--- src/rtl/prog_exc_pkg.sv ---
package prog_exc_pkg;

    localparam int XLEN = 32;
    typedef logic [XLEN-1:0] word_t;

    // big-endian field positions in the machine state word
    localparam int BP_POW = 13;
    localparam int BP_ILE = 15;
    localparam int BP_EE  = 16;
    localparam int BP_PR  = 17;
    localparam int BP_FP  = 18;
    localparam int BP_SE  = 21;
    localparam int BP_BE  = 22;
    localparam int BP_IP  = 25;
    localparam int BP_IR  = 26;
    localparam int BP_DR  = 27;
    localparam int BP_RI  = 30;
    localparam int BP_LE  = 31;

    // big-endian positions of the cause field in the saved status word
    localparam int SB_ILL   = 12;
    localparam int SB_PRIV  = 13;
    localparam int SB_TRAP  = 14;
    localparam int SB_LATER = 15;

    typedef enum logic [1:0] {
        CS_NONE = 2'd0,
        CS_ILL  = 2'd1,
        CS_PRIV = 2'd2,
        CS_TRAP = 2'd3
    } cause_sel_e;

    typedef struct packed {
        logic ill;
        logic priv;
        logic trap;
    } cause_t;

    typedef struct packed {
        word_t srr0;
        word_t srr1;
        word_t msr;
        word_t vec;
        logic  multi;
    } entry_t;

    function automatic int be_pos(input int k);
        return XLEN - 1 - k;
    endfunction

    // bits copied from the machine state into the saved status word
    function automatic word_t srr1_copy_mask();
        word_t m;
        m = '0;
        for (int k = 0; k < XLEN; k++) begin
            if (k == 0 || (k >= 5 && k <= 9) || k >= 16)
                m[XLEN-1-k] = 1'b1;
        end
        return m;
    endfunction

    // machine state bits forced to zero on entry (LE is then refilled)
    function automatic word_t msr_clear_mask();
        word_t m;
        m = '0;
        m[be_pos(BP_POW)] = 1'b1;
        m[be_pos(BP_EE)]  = 1'b1;
        m[be_pos(BP_PR)]  = 1'b1;
        m[be_pos(BP_FP)]  = 1'b1;
        m[be_pos(BP_SE)]  = 1'b1;
        m[be_pos(BP_BE)]  = 1'b1;
        m[be_pos(BP_IR)]  = 1'b1;
        m[be_pos(BP_DR)]  = 1'b1;
        m[be_pos(BP_RI)]  = 1'b1;
        m[be_pos(BP_LE)]  = 1'b1;
        return m;
    endfunction

endpackage

--- src/rtl/pe_cause_arb.sv ---
module pe_cause_arb
    import prog_exc_pkg::*;
(
    input  logic       msr_pr,
    input  logic       illegal,
    input  logic       privop,
    input  logic       sprmove,
    input  logic       sprtop,
    input  logic       trap,
    input  logic       hp_pending,
    output cause_sel_e sel,
    output logic       take,
    output logic       multi
);

    cause_t raw;

    always_comb begin
        raw.ill  = illegal;
        raw.priv = msr_pr & (privop | (sprmove & sprtop));
        raw.trap = trap;
    end

    always_comb begin
        if (raw.ill)       sel = CS_ILL;
        else if (raw.priv) sel = CS_PRIV;
        else if (raw.trap) sel = CS_TRAP;
        else               sel = CS_NONE;
    end

    assign take  = (sel != CS_NONE) & ~hp_pending;
    assign multi = (raw.ill & raw.priv) | (raw.ill & raw.trap) | (raw.priv & raw.trap);

endmodule

--- src/rtl/pe_srr1_build.sv ---
module pe_srr1_build
    import prog_exc_pkg::*;
(
    input  word_t      msr,
    input  cause_sel_e sel,
    input  logic       later,
    output word_t      srr1
);

    localparam word_t COPY_MASK = srr1_copy_mask();
    localparam int    I_ILL     = be_pos(SB_ILL);
    localparam int    I_PRIV    = be_pos(SB_PRIV);
    localparam int    I_TRAP    = be_pos(SB_TRAP);
    localparam int    I_LATER   = be_pos(SB_LATER);

    always_comb begin
        srr1 = msr & COPY_MASK;
        case (sel)
            CS_ILL:  srr1[I_ILL]  = 1'b1;
            CS_PRIV: srr1[I_PRIV] = 1'b1;
            CS_TRAP: srr1[I_TRAP] = 1'b1;
            default: ;
        endcase
        srr1[I_LATER] = later;
    end

endmodule

--- src/rtl/pe_msr_rewrite.sv ---
module pe_msr_rewrite
    import prog_exc_pkg::*;
#(
    parameter word_t VEC_OFFSET = 32'h0000_0700,
    parameter word_t LO_BASE    = 32'h0000_0000,
    parameter word_t HI_BASE    = 32'hFFF0_0000
) (
    input  word_t msr,
    output word_t msr_new,
    output word_t vec
);

    localparam word_t CLR_MASK = msr_clear_mask();
    localparam int    I_ILE    = be_pos(BP_ILE);
    localparam int    I_LE     = be_pos(BP_LE);
    localparam int    I_IP     = be_pos(BP_IP);

    always_comb begin
        msr_new       = msr & ~CLR_MASK;
        msr_new[I_LE] = msr[I_ILE];
        vec           = (msr[I_IP] ? HI_BASE : LO_BASE) | VEC_OFFSET;
    end

endmodule

--- src/rtl/prog_exc_entry.sv ---
module prog_exc_entry
    import prog_exc_pkg::*;
#(
    parameter logic [31:0] VEC_OFFSET = 32'h0000_0700,
    parameter logic [31:0] HI_BASE    = 32'hFFF0_0000
) (
    input  logic        clk,
    input  logic        rst,
    input  logic [31:0] msr_i,
    input  logic [31:0] ea_i,
    input  logic        illegal_i,
    input  logic        privop_i,
    input  logic        sprmove_i,
    input  logic        sprtop_i,
    input  logic        trap_i,
    input  logic        later_addr_i,
    input  logic        hp_pending_i,
    output logic        taken_o,
    output logic [31:0] srr0_o,
    output logic [31:0] srr1_o,
    output logic [31:0] msr_o,
    output logic [31:0] vector_o,
    output logic        multi_cause_o
);

    localparam int I_PR = be_pos(BP_PR);

    cause_sel_e sel;
    logic       take;
    logic       multi;
    word_t      srr1_d;
    word_t      msr_d;
    word_t      vec_d;
    entry_t     ent_q;
    logic       taken_q;

    pe_cause_arb u_arb (
        .msr_pr     (msr_i[I_PR]),
        .illegal    (illegal_i),
        .privop     (privop_i),
        .sprmove    (sprmove_i),
        .sprtop     (sprtop_i),
        .trap       (trap_i),
        .hp_pending (hp_pending_i),
        .sel        (sel),
        .take       (take),
        .multi      (multi)
    );

    pe_srr1_build u_srr1 (
        .msr   (msr_i),
        .sel   (sel),
        .later (later_addr_i),
        .srr1  (srr1_d)
    );

    pe_msr_rewrite #(
        .VEC_OFFSET (VEC_OFFSET),
        .LO_BASE    ('0),
        .HI_BASE    (HI_BASE)
    ) u_msr (
        .msr     (msr_i),
        .msr_new (msr_d),
        .vec     (vec_d)
    );

    always_ff @(posedge clk) begin
        if (rst) begin
            ent_q   <= '0;
            taken_q <= 1'b0;
        end else begin
            taken_q     <= take;
            ent_q.multi <= take & multi;
            if (take) begin
                ent_q.srr0 <= ea_i;
                ent_q.srr1 <= srr1_d;
                ent_q.msr  <= msr_d;
                ent_q.vec  <= vec_d;
            end
        end
    end

    assign taken_o       = taken_q;
    assign srr0_o        = ent_q.srr0;
    assign srr1_o        = ent_q.srr1;
    assign msr_o         = ent_q.msr;
    assign vector_o      = ent_q.vec;
    assign multi_cause_o = ent_q.multi;

endmodule

--- config.mk ---
export PLATFORM = sky130hd
export DESIGN_NAME = prog_exc_entry
export DESIGN_NICKNAME = d
export VERILOG_FILES = /design/src/rtl/prog_exc_pkg.sv /design/src/rtl/pe_cause_arb.sv /design/src/rtl/pe_srr1_build.sv /design/src/rtl/pe_msr_rewrite.sv /design/src/rtl/prog_exc_entry.sv
export SDC_FILE = /design/constraint.sdc
export NUM_CORES = 1
export LEC_CHECK = 0
export BUFFER_PORTS_ARGS = -buffer_cell sky130_fd_sc_hd__buf_4
export CORE_MARGIN = 4
export CORE_UTILIZATION = 40
export CTS_CLUSTER_DIAMETER = 40
export DETAILED_ROUTE_END_ITERATION = 10
export PLACE_DENSITY = 0.74
export SETUP_SLACK_MARGIN = 0.4
export SLEW_MARGIN = 20
export SYNTH_ARGS = -nofsm -noshare
export SYNTH_HDL_FRONTEND = slang
export SYNTH_SLANG_ARGS = --single-unit
--- constraint.sdc ---
create_clock -name clk -period 1.15 [get_ports clk]
set_input_delay 0.2875 -clock clk [delete_from_list [all_inputs] [get_ports clk]]
set_output_delay 0.2875 -clock clk [all_outputs]
set_load 0.05 [all_outputs]
== Word-level counts from Yosys, hierarchy flattened ==
Index checks and enable logic that the tools add are counted.
Cells by class
  add/subtract/negate cells: 0
  multipliers: 0
  div/mod/pow operators: 0
  order comparisons: 0
  equality and inequality tests: 3
  shift operators: 0
  mux-type cells: 7
  bitwise gates (word level): 11
  reductions and logical operators: 1
Operators by type and width (count)
  $mux W32: 1
  $and A1 B1 Y1: 7
  $mux W2: 3
  $eq A2 B2 Y1 const B: 2
  $mux W1: 3
  $or A1 B1 Y1: 3
  $eq A2 B1 Y1 const B: 1
  $reduce_bool A2 Y1: 1
  $not A1 Y1: 1
Storage, ports and cells
  register bits: 115
  bits in latches: 0
  RAM bits: 0
  memory bits (read-only): 0
  output and inout bits: 130
  word-level logic and storage cells: 28
  memories kept: 0

== Logic depth before layout (Yosys ltp) ==
Gate-level depths: netlist (run 1).
  depth after elaboration: 8
  gate-level depth with buffers: 5
  mapped depth without buffers: 3

== Hierarchy ==
A second synthesis (run 1) with hierarchy kept.
Second synthesis, totals
  cells, all modules: 528
  area total of the unflattened synthesis: 5501.5 µm²
Modules (own cells, without submodules)
  prog_exc_entry: instances 1, cells each 417, area each 4694.5 µm², seq. area each 2602.5 µm²
  pe_msr_rewrite: instances 1, cells each 66, area each 488.0 µm², seq. area each 0.0 µm²
  pe_srr1_build: instances 1, cells each 33, area each 244.0 µm², seq. area each 0.0 µm²
  pe_cause_arb: instances 1, cells each 12, area each 75.1 µm², seq. area each 0.0 µm²

== Least setup slack after synthesis (run 1) ==
No wires, ideal clock.
  path kind: flip-flop to output port
  start point: reg, netlist name msr_o[6]
  end point: out srr1_o[6]
  arrival time: 1.140 ns
  data required time: 0.863 ns
  slack: -0.278 ns
  cell stages (with the launch flop): 2
  buffers on the path: 1
  cells stage by stage: dfxtp_1 buf_4
RTL lines
  end, declared: RTL line prog_exc_entry.sv:20  | output logic [31:0] srr1_o,

==> reports/qor.yml, run 1 <==
placement:
  hpwl_mm: 5.91
  io_buffers: 169
  dp_cells: 603
  place_congestion: 0.802
sta:
  setup_tns_ns: -2.53
  max_freq_ghz: 0.754
  min_period_ns: 1.33
  finalCritPeriodShare_pct: 115
  final-setup-viol-count: 25
  hold_viol_final: 0
  drv_slew: 0
  grt_setup_unrepaired: "true"
  skew_ns: 0
  worst_slack_ns: -0.176
global_route:
  grt_pass1_vias: 2927
  grt_overflow_total: 0
  antenna_found_initial: 0
  grt_first_pass_wirelength_mm: 15.0
  grt_usage_pct: 18.4
  grt_max_degree: 91
worst_setup_path:
  end_kind: "output pin"
  r2r_cells: 3
  start_kind: "register"
  critPathRequiredTime_ns: 0.86
  critPathMaxFanout: 8
  worstPathArrival_ns: 1.04
  crit_type: "register to output pin"
run_status:
  status: "finished, violations left"
  violations: "setup timing"
floorplan:
  coreArea_um2: 8720
  start_util_pct: 41.1
  die_h_um: 103
  rows: 34
  dieArea_um2: 10500
  io_pins: 203
  die_w_um: 103
logic_synthesis:
  ys_types: 25
  synthCells: 365
  ys_seq_elements: 70
  synthTopCellsByArea: "dfxtp_1, nand2b_1, mux2i_1, buf_4, buf_8"
  synth_top_area_share_pct: 39.1
  netlist_area_um2: 3590
  yosys.area.top_type: "dfxtp_1"
  yosysWarningCount: 0
  syn_area_per_cell_um2: 9.82
  yosysSeqAreaShare_pct: 39.1
route:
  post-route-drc-count: 0
  drtIter0Drc: 50
  detail-route-antenna-nets: 0
  viasPerCell: 4.57
  routedWlPerCell_um: 16.4
  drt_first_pass_iters: 3
  drt_wl_total_mm: 10.6
  vias: 2960
cts:
  cts-root-buf: "clkbuf_8"
  tritoncts: "yes"
  clk_pin_slew_ns: 0.08
  htree_levels: 3
  clock-sinks: 70
  cts.path.max_buffers: 2
  clock_latency_ns: 0.33
  cts-buffers-inserted: 9
job:
  maxCapViolations: 0
worst_hold_path:
  holdPathStages: 3
  hold_path_class: "primary input to register"
cells_and_area:
  drive_above_1_share_pct: 57.3
  antenna_cells: 0
  seqCellArea_um2: 1660
  area_growth_pct: 79.0
  fillers: 558
  fin_cells: 647
  multi_input_area_um2: 1800
  finalNetCount: 607
power:
  p_per_area_nw_per_um2: 1190
  finalPower_mw: 7.61
  p_leak_nw: 2.84
  vdd_drop_max_v: 0.000733
-- critical path, cell delays in order (launching register included) --
cell and delay [ns]:
dfxtp_4 0.40, buf_12 0.14, buf_6 0.16
-- flip-flops by register name (all words and copies together) (netlist names) --
| name | count |
|---|---|
| srr0_o | 32 |
| taken_o | 1 |
| msr_o | 21 |
| srr1_o | 14 |
| vector_o | 1 |
| multi_cause_o | 1 |
-- final timing paths --
| kind | start | to | slack, ns |
|---|---|---|---|
| setup / recovery | msr_o[6] | vector_o[20] | -0.18 |
| hold / removal | ea_i[5] | srr0_o[5] | 0.20 |
| setup reg to reg | msr_o[6] | msr_o[6] | 0.37 |
| hold reg to reg | srr1_o[14] | srr1_o[14] | 0.49 |
-- metrics by stage --
stage | utilization [%] | hold WS, ns | setup WS (ns) | area, µm²
finish | 73.6 | 0.201 | -0.176 | 6420
global route | 73.6 | 0.197 | -0.207 | 6420
CTS | 70.8 | 0.177 | -0.159 | 6170
detailed placement | 56.5 | 0.475 | -0.214 | 4920
global placement | 56.5 | 0.469 | -0.180 | 4920
floorplan | - | 0.358 | 0.0265 | 4190
-- Yosys cell counts --
master    number
nand2b_1     126
buf_8          6
nand3_2        1
mux2i_1       63
a21o_2         2
nand2_1        1
buf_4         60
a211oi_1       2
a31o_2         1
nand3_1        1
a21oi_1        4
o21ba_2        1
a311oi_1       1
conb_1         1
inv_1          1
and4_2         1
nor2_1         3
o21ai_0        2
buf_2          1
clkbuf_1      13
o311ai_0       1
buf_6          1
dfxtp_1       70
a31oi_1        1
a21o_1         1
-- power by group --
group	total [mW]	internal (mW)	switching [mW]
Sequential	2.72	2.55	0.175
Clock	2.12	1.21	0.907
Combinational	2.77	1.24	1.53
Total	7.61	5.00	2.61
-- cell families (layout without fill, tap and decap cells) --
logic type	after synthesis	after routing	synth area share, %
AOI/OAI and AO/OA	16	16	3.14
buffers and inverters	82	225	17.0
DFF	70	70	39.1
muxes	63	63	17.6
other	1	32	0.105
and+or+nand+nor	133	133	23.1
-- cell usage in the layout (no fill, tap or decap), types with 3 or more instances in the layout --
master and instances:
buf_4 82, mux2i_1 61, clkbuf_8 9, buf_12 8, dfxtp_4 67, dfxtp_2 3, conb_1 32, a21oi_1 4
nand2b_1 126, buf_16 9, buf_8 95, a21o_4 3, buf_6 13
-- cell type report --
| class | count | area share, % |
|---|---|---|
| Timing Repair Buffer | 208 | 40.8 |
| Sequential cell | 70 | 25.8 |
| Clock buffer | 11 | 2.05 |
| Tap cell | 108 | 2.11 |
| Clock inverter | 5 | 1.15 |
| Inverter | 1 | 0.0585 |
| Multi-Input combinational cell | 244 | 28.0 |
-- routing by layer --
layer / share of wire, % / up-vias / global-route usage, % / routed length [µm]
met5: 0 / - / 0 / 0
met2: 53 / 116 / 32.3 / 5590
met1: 38 / 1400 / 21.6 / 3990
met3: 7.7 / 16 / 3.99 / 819
met4: 2.1 / 0 / 7.67 / 221
li1: - / 1428 / - / -
-- timing repair --
item,CTS,global route
gates resized for setup,192,36
setup buffers,10,9
pin swaps,2,2
endpoints found under the setup margin,163,167
hold buffers,0,0
cloned,8,1
Power figures use the tool's default switching activity.
==> run 2: changes to the inputs <==
- PLACE_DENSITY: 0.74 -> 0.77
==> reports/qor.yml, run 2 (synthesis gave the netlist of run 1 again) <==
worst_setup_path:
  worstPathArrival_ns: 1.01
  cp_top_family: "flip-flops"
  crit_type: "register to output pin"
  critPathMaxFanout: 8
  start_kind: "register"
  rr_endpoint: "msr_o[12]"
  end_kind: "output pin"
  reg2reg_setup_slack_ns: 0.31
  r2r_cells: 4
  r2r_start: "msr_o[12]"
  critPathSlowestCell: "dfxtp_4"
  critPathRequiredTime_ns: 0.86
  slowest_delay_ns: 0.37
  crit_chain: "buf_12, buf_4"
  crit_buf_inv: 2
power:
  vdd_drop_max_v: 0.000534
  seq_power_share_pct: 38.5
  finalPower_mw: 7.06
  power.switching_mw: 2.54
  p_per_area_nw_per_um2: 1110
  combPwrFrac_pct: 39.3
  power_frac_clock_pct: 22.2
  p_leak_nw: 2.81
  p_int_mw: 4.53
  swShare_pct: 35.9
route:
  vias: 2927
  viasPerCell: 4.52
  routedWlPerCell_um: 16.2
  drt_wl_total_mm: 10.5
  drt_first_pass_iters: 4
  post-route-drc-count: 0
  detail-route-antenna-nets: 0
  drtIter0Drc: 56
sta:
  grt_setup_unrepaired: "true"
  worst_slack_ns: -0.150
  skew_ns: 0
  max_freq_ghz: 0.769
  drv_slew: 0
  finalCritPeriodShare_pct: 113
  final-setup-viol-count: 17
  min_period_ns: 1.30
  hold_viol_final: 0
cts:
  cts-root-buf: "clkbuf_8"
  tritoncts: "yes"
  cts.path.max_buffers: 2
  clock-sinks: 70
  clock_latency_ns: 0.32
  cts-buffers-inserted: 9
  clk_pin_slew_ns: 0.07
  htree_levels: 3
  cts-hold-fix-buffers: 0
global_route:
  antenna_found_initial: 0
  grt_first_pass_wirelength_mm: 14.9
  grt_pass1_vias: 2884
  grt_usage_pct: 18.4
  grt_max_degree: 83
  grt_overflow_total: 0
worst_hold_path:
  hold_path_class: "primary input to register"
  holdPathStages: 3
  hp-start: "msr_i[20]"
  min_to: "msr_o[20]"
run_status:
  status: "finished, violations left"
  violations: "setup timing"
floorplan:
  rows: 34
  coreArea_um2: 8720
  die_h_um: 103
  start_util_pct: 41.1
  die_w_um: 103
  dieArea_um2: 10500
  io_pins: 203
cells_and_area:
  finalNetCount: 609
  layout.cells.most_common_list: "nand2b_1, buf_8, buf_4, dfxtp_4, mux2i_1"
  drive_above_1_share_pct: 57.1
  largest_reg_flops: 32
  area_growth_pct: 77.1
  antenna_cells: 0
  fin_cells: 647
  layout_commonest_cell: "nand2b_1"
  utilization_pct: 72.8
placement:
  io_buffers: 169
  hpwl_mm: 6.10
  place_congestion: 0.832
  dp_cells: 603
job:
  maxCapViolations: 0
## run 2: changes by cell type in the layout (fill, tap and decap cells not counted), moves of 2 or more
| cell | previous run | this run |
|---|---|---|
| buf_4 | 82 | 88 |
| buf_6 | 13 | 9 |
| buf_12 | 8 | 5 |
| buf_16 | 9 | 11 |
| buf_8 | 95 | 97 |
| bufinv_16 | 2 | 0 |
| clkinv_1 | 1 | 3 |
## run 2: worst max-delay path by stage
| stage | end | slack (ns) | startpoint | cells past startpoint |
|---|---|---|---|---|
| after floorplan | msr_o[20] | 0.03 | sprmove_i | 5 |
| after global placement | srr0_o[24] | -0.19 | msr_i[14] | 5 |
| after detailed placement | msr_o[2] | -0.27 | msr_i[14] | 5 |
| after CTS | srr1_o[6] | -0.15 | msr_o[6] | 1 |
| after global routing | vector_o[24] | -0.19 | msr_o[6] | 2 |
| final | vector_o[21] | -0.15 | msr_o[6] | 2 |
## run 2: routing by layer
layer	vias to the layer above	wire length (µm)	GRT usage, %
met5	-	0	0
met4	0	167	7.27
met3	18	823	4.40
met2	128	5410	31.8
met1	1346	4070	22.0
li1	1435	-	-
## run 2: final cells by class
| cell class | instances | area, µm² |
|---|---|---|
| Clock buffer | 10 | 128 |
| Clock inverter | 4 | 16.3 |
| Fill cell | 562 | 2370 |
| Inverter | 1 | 3.75 |
| Multi-Input combinational cell | 244 | 1790 |
| Sequential cell | 70 | 1660 |
| Tap cell | 108 | 135 |
| Timing Repair Buffer | 210 | 2620 |
## run 2: repair_timing
action	4_1_cts	5_1_grt
resized for setup	198	28
setup endpoints to repair	163	166
gates cloned	10	0
pin swaps	2	2
buffers inserted	14	6
## run 2: tightest hold or removal path, cell delays in order
cell	delay, ns
buf_4	0.11
nand2b_1	0.05
mux2i_1	0.05
## run 2: power groups by stage
stage          sequential, mW  combinational, mW  clock [mW]
4_1_cts                  2.72               2.68        1.66
3_5_place_dp             2.70               2.13           0
3_3_place_gp             2.69               2.10           0
6_report                 2.72               2.78        1.57
2_1_floorplan            3.29               1.18           0
5_1_grt                  2.74               2.89        1.74
## run 2: per-stage QoR
step	TNS (ns)	hold slack [ns]	cell area, µm²	worst slack, ns
final	-2.06	0.208	6350	-0.150
after detailed placement	-13.04	0.480	4920	-0.265
after global routing	-3.16	0.197	6350	-0.188
after CTS	-2.51	0.184	6180	-0.148
after global placement	-10.53	0.469	4920	-0.191
after floorplan	0	0.358	4190	0.0265
==> run 3: changes to the inputs <==
- ABC_AREA: unset -> 1
- CORE_UTILIZATION: 40 -> 39
- PLACE_DENSITY: 0.77 -> 0.84
==> reports/qor.yml, run 3 <==
job:
  maxCapViolations: 0
logic_synthesis:
  synth_ff_type: "dfxtp_1"
  netlist_area_um2: 3390
  synth_top_area_share_pct: 41.3
  synthTopCellsByArea: "dfxtp_1, nor2_1, nand3b_1, buf_4, nand2_1"
  syn_area_per_cell_um2: 7.67
  yosysSeqAreaShare_pct: 41.3
  synth-edff-count: 0
  synthCells: 442
  ys_seq_elements: 70
  yosys.area.top_type: "dfxtp_1"
  synth.most_common_cell: "nor2_1"
  yosysWarningCount: 0
  async_flop_share_pct: 0
  ys_types: 18
  yosys-top-cells-count: "nor2_1, nand2_1, dfxtp_1, nand3b_1, buf_4"
placement:
  hpwl_mm: 6.56
  place_congestion: 0.786
  dp_cells: 674
  dp_slack_ns: -0.179
  io_buffers: 169
  place_area_um2: 4710
sta:
  setup_tns_ns: -2.21
  min_period_ns: 1.29
  hold_slack_ns: 0.180
  grt_setup_unrepaired: "true"
  finalCritPeriodShare_pct: 112
  final-setup-viol-count: 40
  worst_slack_ns: -0.137
  max_freq_ghz: 0.777
  hold_viol_final: 0
  drv_slew: 0
  skew_ns: 0
cts:
  htree_levels: 3
  clock_latency_ns: 0.34
  clock-sinks: 70
  cts.path.max_buffers: 2
  cts-buffers-inserted: 9
  tritoncts: "yes"
  cts-root-buf: "clkbuf_8"
  clk_pin_slew_ns: 0.08
route:
  drt_first_pass_iters: 5
  detail-route-antenna-nets: 0
  viasPerCell: 5.01
  drt_wl_total_mm: 13.9
  post-route-drc-count: 0
  drtIter0Drc: 156
  routedWlPerCell_um: 18.8
  vias: 3701
cells_and_area:
  layout_commonest_cell: "buf_4"
  utilization_pct: 79.3
  design_area_um2: 6610
  drive_above_1_share_pct: 58.0
  fin_cells: 738
  largest_reg_flops: 32
  area_growth_pct: 94.9
  antenna_cells: 0
  layout.cells.most_common_list: "buf_4, nor2_1, buf_8, dfxtp_4, nand2_1"
  multi_input_area_um2: 1690
  fillers: 459
  finalNetCount: 701
  seqCellArea_um2: 1660
floorplan:
  dieArea_um2: 10300
  coreArea_um2: 8340
  die_h_um: 101
  io_pins: 203
  rows: 33
  die_w_um: 101
  start_util_pct: 40.7
worst_setup_path:
  start_kind: "register"
  critPathSlowestCell: "dfxtp_4"
  critPathMaxFanout: 15
  reg2reg_setup_slack_ns: 0.39
  end_kind: "output pin"
  crit_buf_inv: 1
  worstPathArrival_ns: 1.00
  critPathRequiredTime_ns: 0.86
  cp_top_family: "flip-flops"
  crit_chain: "buf_4"
  slowest_delay_ns: 0.43
  crit_type: "register to output pin"
global_route:
  antenna_found_initial: 0
  grt_first_pass_wirelength_mm: 19.3
  grt_pass1_vias: 3672
  grt_overflow_total: 0
  grt_max_degree: 37
  grt_usage_pct: 24.5
power:
  p_per_area_nw_per_um2: 1220
  p_leak_nw: 3.10
  vdd_drop_max_v: 0.000812
  finalPower_mw: 8.04
worst_hold_path:
  hold_path_class: "primary input to register"
run_status:
  violations: "setup timing"
  status: "finished, violations left"
==> run 3: changes by cell type in the layout (fill, tap and decap cells not counted), sizes merged, moves of 2 or more <==
cell    delta
a21o       -3
mux2i     -63
nand2     +73
a211oi     -2
nand3b    +64
nor2     +128
nand2b   -126
inv        +6
buf       +21
nand4      +2
==> run 3: kinds of logic after synthesis <==
logic type,count (synthesis),share of synthesized area (%)
AO/OA/AOI/OAI,4,0.590
buffers and inverters,94,20.0
flip-flops,70,41.3
other,1,0.111
AND/OR/NAND/NOR,273,38.0
==> run 3: per-layer routing <==
metal | part of all wire [%] | vias up | GRT usage, % | wire length [µm]
li1 | - | 1674 | - | -
met1 | 36 | 1755 | 27.7 | 4970
met2 | 52 | 226 | 41.7 | 7140
met3 | 8.9 | 46 | 7.78 | 1230
met4 | 3.7 | 0 | 12.2 | 519
met5 | 0 | - | 0 | 0
==> run 3: layout make-up <==
cell class / count / share of cell area, %
Tap cell: 105 / 1.99
Clock inverter: 6 / 0.795
Timing Repair Buffer: 231 / 43.7
Inverter: 6 / 0.681
Multi-Input combinational cell: 309 / 25.5
Timing Repair inverter: 1 / 0.246
Clock buffer: 10 / 1.93
Sequential cell: 70 / 25.1
==> run 3: timing repair <==
item,4_1_cts,5_1_grt
gates resized for setup,255,27
hold buffers,0,0
pin swaps,45,16
endpoints found under the setup margin,166,168
cloned,18,0
buffers inserted,9,21
==> run 3: power breakdown <==
group	switching [mW]	internal (mW)	total [mW]
Clock	0.928	0.978	1.91
Combinational	1.91	1.41	3.32
Sequential	0.225	2.59	2.82
Total	3.06	4.98	8.04
==> run 3: final timing paths <==
| check | startpoint | end | cells past startpoint |
|---|---|---|---|
| worst max-delay path | msr_o[6] | vector_o[22] | 1 |
| worst min register to register | srr1_o[10] | srr1_o[10] | 2 |
| worst min-delay path | rst | srr1_o[17] | 2 |
| worst max register to register | vector_o[10] | vector_o[10] | 3 |
